$ cat config.mk
export PLATFORM = sky130hd
export DESIGN_NAME = tpat_replay_buffer
export DESIGN_NICKNAME = d
export VERILOG_FILES = /design/src/rtl/tpb_pkg.sv /design/src/rtl/tpb_byte_loader.sv /design/src/rtl/tpb_store.sv /design/src/rtl/tpb_replay_fsm.sv /design/src/rtl/tpat_replay_buffer.sv
export SDC_FILE = /design/constraint.sdc
export NUM_CORES = 1
export LEC_CHECK = 0
export BUFFER_PORTS_ARGS = -buffer_cell sky130_fd_sc_hd__buf_2
export CAP_MARGIN = 20
export CORE_UTILIZATION = 46
export DETAILED_ROUTE_END_ITERATION = 16
export SLEW_MARGIN = 20
export SYNTH_ARGS = -nofsm -noshare
export SYNTH_HDL_FRONTEND = slang
export SYNTH_SLANG_ARGS = --single-unit
$ cat constraint.sdc
create_clock -name clk -period 2.3 [get_ports clk]
set_input_delay 0.345 -clock clk [delete_from_list [all_inputs] [get_ports clk]]
set_output_delay 0.345 -clock clk [all_outputs]
set_load 0.01 [all_outputs]
$ cat src/rtl/tpb_pkg.sv
package tpb_pkg;
    typedef enum logic [0:0] {
        ST_IDLE = 1'b0,
        ST_SEND = 1'b1
    } replay_state_t;
endpackage

$ cat src/rtl/tpb_byte_loader.sv
module tpb_byte_loader #(
    parameter int WORDS = 8,
    parameter int BYTES = 6,
    localparam int IDX_W  = $clog2(WORDS),
    localparam int LANE_W = $clog2(BYTES)
) (
    input  logic              clk,
    input  logic              rst_n,
    input  logic              strobe,
    output logic              wr_en,
    output logic [IDX_W-1:0]  wr_word,
    output logic [LANE_W-1:0] wr_lane
);
    localparam logic [LANE_W-1:0] LAST_LANE = LANE_W'(BYTES - 1);
    localparam logic [IDX_W-1:0]  LAST_WORD = IDX_W'(WORDS - 1);

    logic strobe_q;

    // Rising-edge qualification of the data strobe.
    always_ff @(posedge clk or negedge rst_n) begin
        if (!rst_n) strobe_q <= 1'b0;
        else        strobe_q <= strobe;
    end

    assign wr_en = strobe && !strobe_q;

    // Rotating pointer: lane first, then word, with wrap.
    always_ff @(posedge clk or negedge rst_n) begin
        if (!rst_n) begin
            wr_lane <= '0;
            wr_word <= '0;
        end else if (wr_en) begin
            if (wr_lane == LAST_LANE) begin
                wr_lane <= '0;
                wr_word <= (wr_word == LAST_WORD) ? '0 : wr_word + 1'b1;
            end else begin
                wr_lane <= wr_lane + 1'b1;
            end
        end
    end

    assert_single_write_R4: assert property (@(posedge clk) disable iff (!rst_n)
        wr_en |=> !wr_en);
    assert_lane_range_R2: assert property (@(posedge clk) disable iff (!rst_n)
        wr_lane <= LAST_LANE);
    assert_wrap_R3: assert property (@(posedge clk) disable iff (!rst_n)
        (wr_en && wr_lane == LAST_LANE && wr_word == LAST_WORD)
        |=> (wr_word == '0 && wr_lane == '0));
endmodule

$ cat src/rtl/tpb_store.sv
module tpb_store #(
    parameter int WORDS  = 8,
    parameter int WORD_W = 48,
    parameter int BYTE_W = 8,
    localparam int BYTES  = WORD_W / BYTE_W,
    localparam int IDX_W  = $clog2(WORDS),
    localparam int LANE_W = $clog2(BYTES)
) (
    input  logic              clk,
    input  logic              rst_n,
    input  logic              wr_en,
    input  logic [IDX_W-1:0]  wr_word,
    input  logic [LANE_W-1:0] wr_lane,
    input  logic [BYTE_W-1:0] wr_data,
    input  logic [IDX_W-1:0]  rd_idx,
    output logic [WORD_W-1:0] rd_word
);
    logic [WORD_W-1:0] mem_q [WORDS];

    for (genvar w = 0; w < WORDS; w++) begin : g_word
        for (genvar l = 0; l < BYTES; l++) begin : g_lane
            always_ff @(posedge clk or negedge rst_n) begin
                if (!rst_n)
                    mem_q[w][l*BYTE_W +: BYTE_W] <= '0;
                else if (wr_en && wr_word == IDX_W'(w) && wr_lane == LANE_W'(l))
                    mem_q[w][l*BYTE_W +: BYTE_W] <= wr_data;
            end

            assert_lane_store_R2: assert property (@(posedge clk) disable iff (!rst_n)
                (wr_en && wr_word == IDX_W'(w) && wr_lane == LANE_W'(l))
                |=> mem_q[w][l*BYTE_W +: BYTE_W] == $past(wr_data));
        end
    end

    assign rd_word = mem_q[rd_idx];
endmodule

$ cat src/rtl/tpb_replay_fsm.sv
module tpb_replay_fsm
    import tpb_pkg::*;
#(
    parameter int WORDS = 8,
    localparam int IDX_W = $clog2(WORDS)
) (
    input  logic             clk,
    input  logic             rst_n,
    input  logic             req,
    input  logic             grant,
    output logic [IDX_W-1:0] rd_idx,
    output logic             emit
);
    localparam logic [IDX_W-1:0] LAST_IDX = IDX_W'(WORDS - 1);

    replay_state_t    st_q, st_d;
    logic [IDX_W-1:0] idx_q, idx_d;
    logic             pend_q, pend_d;

    // State register.
    always_ff @(posedge clk or negedge rst_n) begin
        if (!rst_n) begin
            st_q   <= ST_IDLE;
            idx_q  <= '0;
            pend_q <= 1'b0;
        end else begin
            st_q   <= st_d;
            idx_q  <= idx_d;
            pend_q <= pend_d;
        end
    end

    // Next-state logic.
    always_comb begin
        st_d   = st_q;
        idx_d  = idx_q;
        pend_d = pend_q;
        unique case (st_q)
            ST_IDLE: begin
                if (req) st_d = ST_SEND;
            end
            ST_SEND: begin
                if (grant) begin
                    if (idx_q == LAST_IDX) begin
                        idx_d = '0;
                        if (pend_q || req) pend_d = 1'b0;
                        else               st_d   = ST_IDLE;
                    end else begin
                        idx_d = idx_q + 1'b1;
                        if (req) pend_d = 1'b1;
                    end
                end else if (req) begin
                    pend_d = 1'b1;
                end
            end
        endcase
    end

    // Outputs.
    always_comb begin
        rd_idx = idx_q;
        emit   = (st_q == ST_SEND) && grant;
    end

    assert_idle_at_zero_R7: assert property (@(posedge clk) disable iff (!rst_n)
        st_q == ST_IDLE |-> (idx_q == '0 && !pend_q));
    assert_group_end_R7: assert property (@(posedge clk) disable iff (!rst_n)
        (st_q == ST_SEND && grant && idx_q == LAST_IDX && !pend_q && !req)
        |=> st_q == ST_IDLE);
    assert_held_request_R8: assert property (@(posedge clk) disable iff (!rst_n)
        (st_q == ST_SEND && grant && idx_q == LAST_IDX && pend_q)
        |=> (st_q == ST_SEND && idx_q == '0));
    assert_start_zero_R10: assert property (@(posedge clk) disable iff (!rst_n)
        (st_q == ST_IDLE && req) |=> (st_q == ST_SEND && idx_q == '0));
    assert_hold_no_grant_R6: assert property (@(posedge clk) disable iff (!rst_n)
        (st_q == ST_SEND && !grant) |=> (st_q == ST_SEND && $stable(idx_q)));
endmodule

$ cat src/rtl/tpat_replay_buffer.sv
module tpat_replay_buffer #(
    parameter int WORDS  = 8,
    parameter int WORD_W = 48,
    parameter int BYTE_W = 8
) (
    input  logic              clk,
    input  logic              rst_n,
    input  logic [BYTE_W-1:0] cfg_byte,
    input  logic              cfg_strobe,
    input  logic              replay_req,
    input  logic              slot_grant,
    output logic [WORD_W-1:0] word_out,
    output logic              word_valid
);
    localparam int BYTES  = WORD_W / BYTE_W;
    localparam int IDX_W  = $clog2(WORDS);
    localparam int LANE_W = $clog2(BYTES);

    logic              wr_en;
    logic [IDX_W-1:0]  wr_word;
    logic [LANE_W-1:0] wr_lane;
    logic [IDX_W-1:0]  rd_idx;
    logic [WORD_W-1:0] rd_word;
    logic              emit;

    tpb_byte_loader #(.WORDS(WORDS), .BYTES(BYTES)) u_loader (
        .clk    (clk),
        .rst_n  (rst_n),
        .strobe (cfg_strobe),
        .wr_en  (wr_en),
        .wr_word(wr_word),
        .wr_lane(wr_lane)
    );

    tpb_store #(.WORDS(WORDS), .WORD_W(WORD_W), .BYTE_W(BYTE_W)) u_store (
        .clk    (clk),
        .rst_n  (rst_n),
        .wr_en  (wr_en),
        .wr_word(wr_word),
        .wr_lane(wr_lane),
        .wr_data(cfg_byte),
        .rd_idx (rd_idx),
        .rd_word(rd_word)
    );

    tpb_replay_fsm #(.WORDS(WORDS)) u_fsm (
        .clk   (clk),
        .rst_n (rst_n),
        .req   (replay_req),
        .grant (slot_grant),
        .rd_idx(rd_idx),
        .emit  (emit)
    );

    // Registered output word and flag.
    always_ff @(posedge clk or negedge rst_n) begin
        if (!rst_n) begin
            word_valid <= 1'b0;
            word_out   <= '0;
        end else begin
            word_valid <= emit;
            if (emit) word_out <= rd_word;
        end
    end

    assert_valid_needs_grant_R5: assert property (@(posedge clk) disable iff (!rst_n)
        word_valid |-> $past(slot_grant));
    assert_no_grant_no_word_R6: assert property (@(posedge clk) disable iff (!rst_n)
        !slot_grant |=> !word_valid);
endmodule

==> out/metrics.yaml <==
ys.flop_type: "dfrtp_1"
drtIter0Drc: 574
synthCells: 1438
core-area_mm2: 0.0433
wl_per_cell_um: 22.5
synth_area_mm2: 0.0203
holdPathStages: 1
via_count: 12000
via_per_inst: 5.62
critPathBufInv: 0
cpPeakStageDelay_ns: 0.64
p_seq_frac: 0.417
skew_ns: 0.0172
rows: 76
finalCritPeriodShare: 0.900
place_hpwl_um: 30400
synthesis.nets: 1461
synth_seq_area_share: 0.549
grt_pass1_wl_um: 76500
slew_violations: 0
clock.fmax_mhz: 483
pwr-share-comb: 0.301
rsz0062_at_grt: "false"
clock_sinks: 445
finalPower_mw: 27.3
end_kind: "register"
cp_top_family: "flip-flops"
drive_above_1_share: 0.473
critical_path_class: "reg2reg"
antenna_found_initial: 0
vdd_drop_max_uv: 715
final_common_cell: "mux2_2"
cp_slowest_cell: "dfrtp_1"
setup-violations-final: 0
ctsResizeCount: 0
cts.clk_slew.worst_paths_ns: 0.06
clockBufferDepth: 3
powerDensity_mw_per_mm2: 1180
die_x_um: 212
synth_area_per_cell_um2: 14.1
portBuffers: 61
critical_path.startpoint_type: "register"
path_cells: "ha_1 -> and4bb_2 -> nand2_1 -> mux2_2"
routed_wl_um: 47900
fin_crit_ns: 2.07
finalWeightedCongestion: 0.766
cts_buffers: 48
required_ns: 2.74
pwr-share-clk: 0.282
n_antenna_cell: 0
cts_setup_buffers: 0
ys_types: 49
grt-ovfl-total: 0
hp-start: "cfg_strobe"
grt_use_total: 0.222
num_io_pins: 62
start_util: 0.469
critPathLaunch: "u_loader.wr_word[2]"
synth-edff-count: 0
hold_violations: 0
area_delta_synth_final_pct: 14.3
timing.setup.tns_ns: 0
worst_pin_slew_ns: 0.618
drtPass1Iterations: 5
slew_headroom: 0.588
final_cell_mix: "mux2_2, dfrtp_1, mux2i_1"
path_depth: 4
status: "finished clean"
synthArstFlopShare: 1.00
num-nets-final: 1535
p_sw_frac: 0.317
cts_tree: "built"
min_path_type: "in2reg"
ys_seq_elements: 445
cts_max_level: 2
drc_errors: 0
cts_root_buf: "clkbuf_16"
switching_power_mw: 8.65
die_y_um: 212
power.leakage_nw: 11.4
r2r-start: "u_loader.wr_word[2]"
crit_arrival_ns: 2.52
grt_start_max_net_pins: 71
worstPathMaxFanout: 12
grt_pass1_vias: 12800
yosysWarnings: 0
intPower_mw: 18.6
maxCapViolCount: 0
insertion_delay_ns: 0.57
die_area_mm2: 0.0450
r2r_cells: 4
postRouteAntennaNets: 0
[stage by stage]
step / utilization / instances / setup WS (ns) / hold slack [ns] / cell area (um^2)
finish: 0.536 / 2132 / 0.229 / 0.0645 / 23200
global route: 0.536 / 2132 / 0.114 / 0.0431 / 23200
CTS: 0.536 / 2132 / 0.235 / 0.0279 / 23200
detailed placement: 0.499 / 2045 / 0.250 / 0.275 / 21600
global placement: 0.499 / 2045 / 0.280 / 0.277 / 21600
floorplan: - / 1438 / 0.198 / 0.0494 / 20300
[metal layers]
layer,global-route usage,vias up,part of all wire
li1,-,5423,-
met1,0.316,6366,0.48
met2,0.359,137,0.48
met3,0.0264,59,0.026
met4,0.0612,0,0.020
met5,0,-,0
[Yosys cell counts (4+ instances only)]
cell      number  area, um^2
mux2_2       471        5300
dfrtp_1      445       11100
mux2i_1       96         961
clkbuf_1      65         244
nand2_1       55         206
a22o_1        48         420
o22ai_1       48         300
o31ai_1       48         360
buf_2         22         110
buf_4         14         105
nand2_2       14        87.6
mux2_1        12         135
ha_1          10         125
nor2_2         8        50.1
buf_1          6        22.5
nor2_4         6        67.6
inv_1          5        18.8
nand2b_1       4        25.0
nand3_1        4        20.0
o21ai_0        4        20.0
[what timing repair did]
| action | in CTS | in global routing |
|---|---|---|
| hold endpoints to repair | 33 | 0 |
| setup endpoints to repair | 0 | 0 |
| hold buffers | 2 | 0 |
[worst paths after layout]
| kind | to | slack, ns |
|---|---|---|
| max | u_store.mem_q[2] | 0.23 |
| min | u_loader.strobe_q | 0.06 |
| max reg2reg | u_store.mem_q[2] | 0.23 |
| min reg2reg | word_out[23] | 0.48 |
| max in group asynchronous | u_store.mem_q[106] | 1.25 |
| min in group asynchronous | u_store.mem_q[352] | 0.26 |
[registers in the layout (all words and copies together), names as in the netlist]
signal,cells
u_loader.wr_word,3
u_loader.wr_lane,3
u_fsm.pend_q,1
u_fsm.rd_idx,3
u_loader.strobe_q,1
word_out,48
u_store.mem_q,384
word_valid,1
u_fsm.st_q,1
[kinds of logic after synthesis]
group                      synth area share
adders and majority gates           0.00617
and+or+nand+nor                      0.0479
AOI/OAI and AO/OA                    0.0559
DFF                                   0.549
buffers and inverters                0.0254
muxes                                 0.315
xor gates and xnor gates           0.000432
[power by group through the flow]
| stage | combinational (mW) | sequential [mW] | clock (mW) |
|---|---|---|---|
| final | 8.20 | 11.4 | 7.69 |
| after global routing | 8.87 | 11.6 | 8.16 |
| after CTS | 8.26 | 11.4 | 7.87 |
| after detailed placement | 8.24 | 11.5 | 0 |
| after global placement | 8.13 | 11.4 | 0 |
| after floorplan | 5.78 | 11.1 | 0 |
[worst reg2reg max path, stage by stage, from the launching register on]
cell	delay (ns)
dfrtp_1	0.64
ha_1	0.33
and4bb_2	0.31
nand2_1	0.28
mux2_2	0.38
[cell type report]
type                    count  area, um^2
clock buffers              71        1370
clock inverters            14         194
inverters                   6        22.5
flip-flops and latches    445       11100
fillers                  3634       20100
repair buffers            132        1050
multi-input cells         879        8670
well taps                 585         732
No activity file was read; power rests on OpenSTA's default activity.
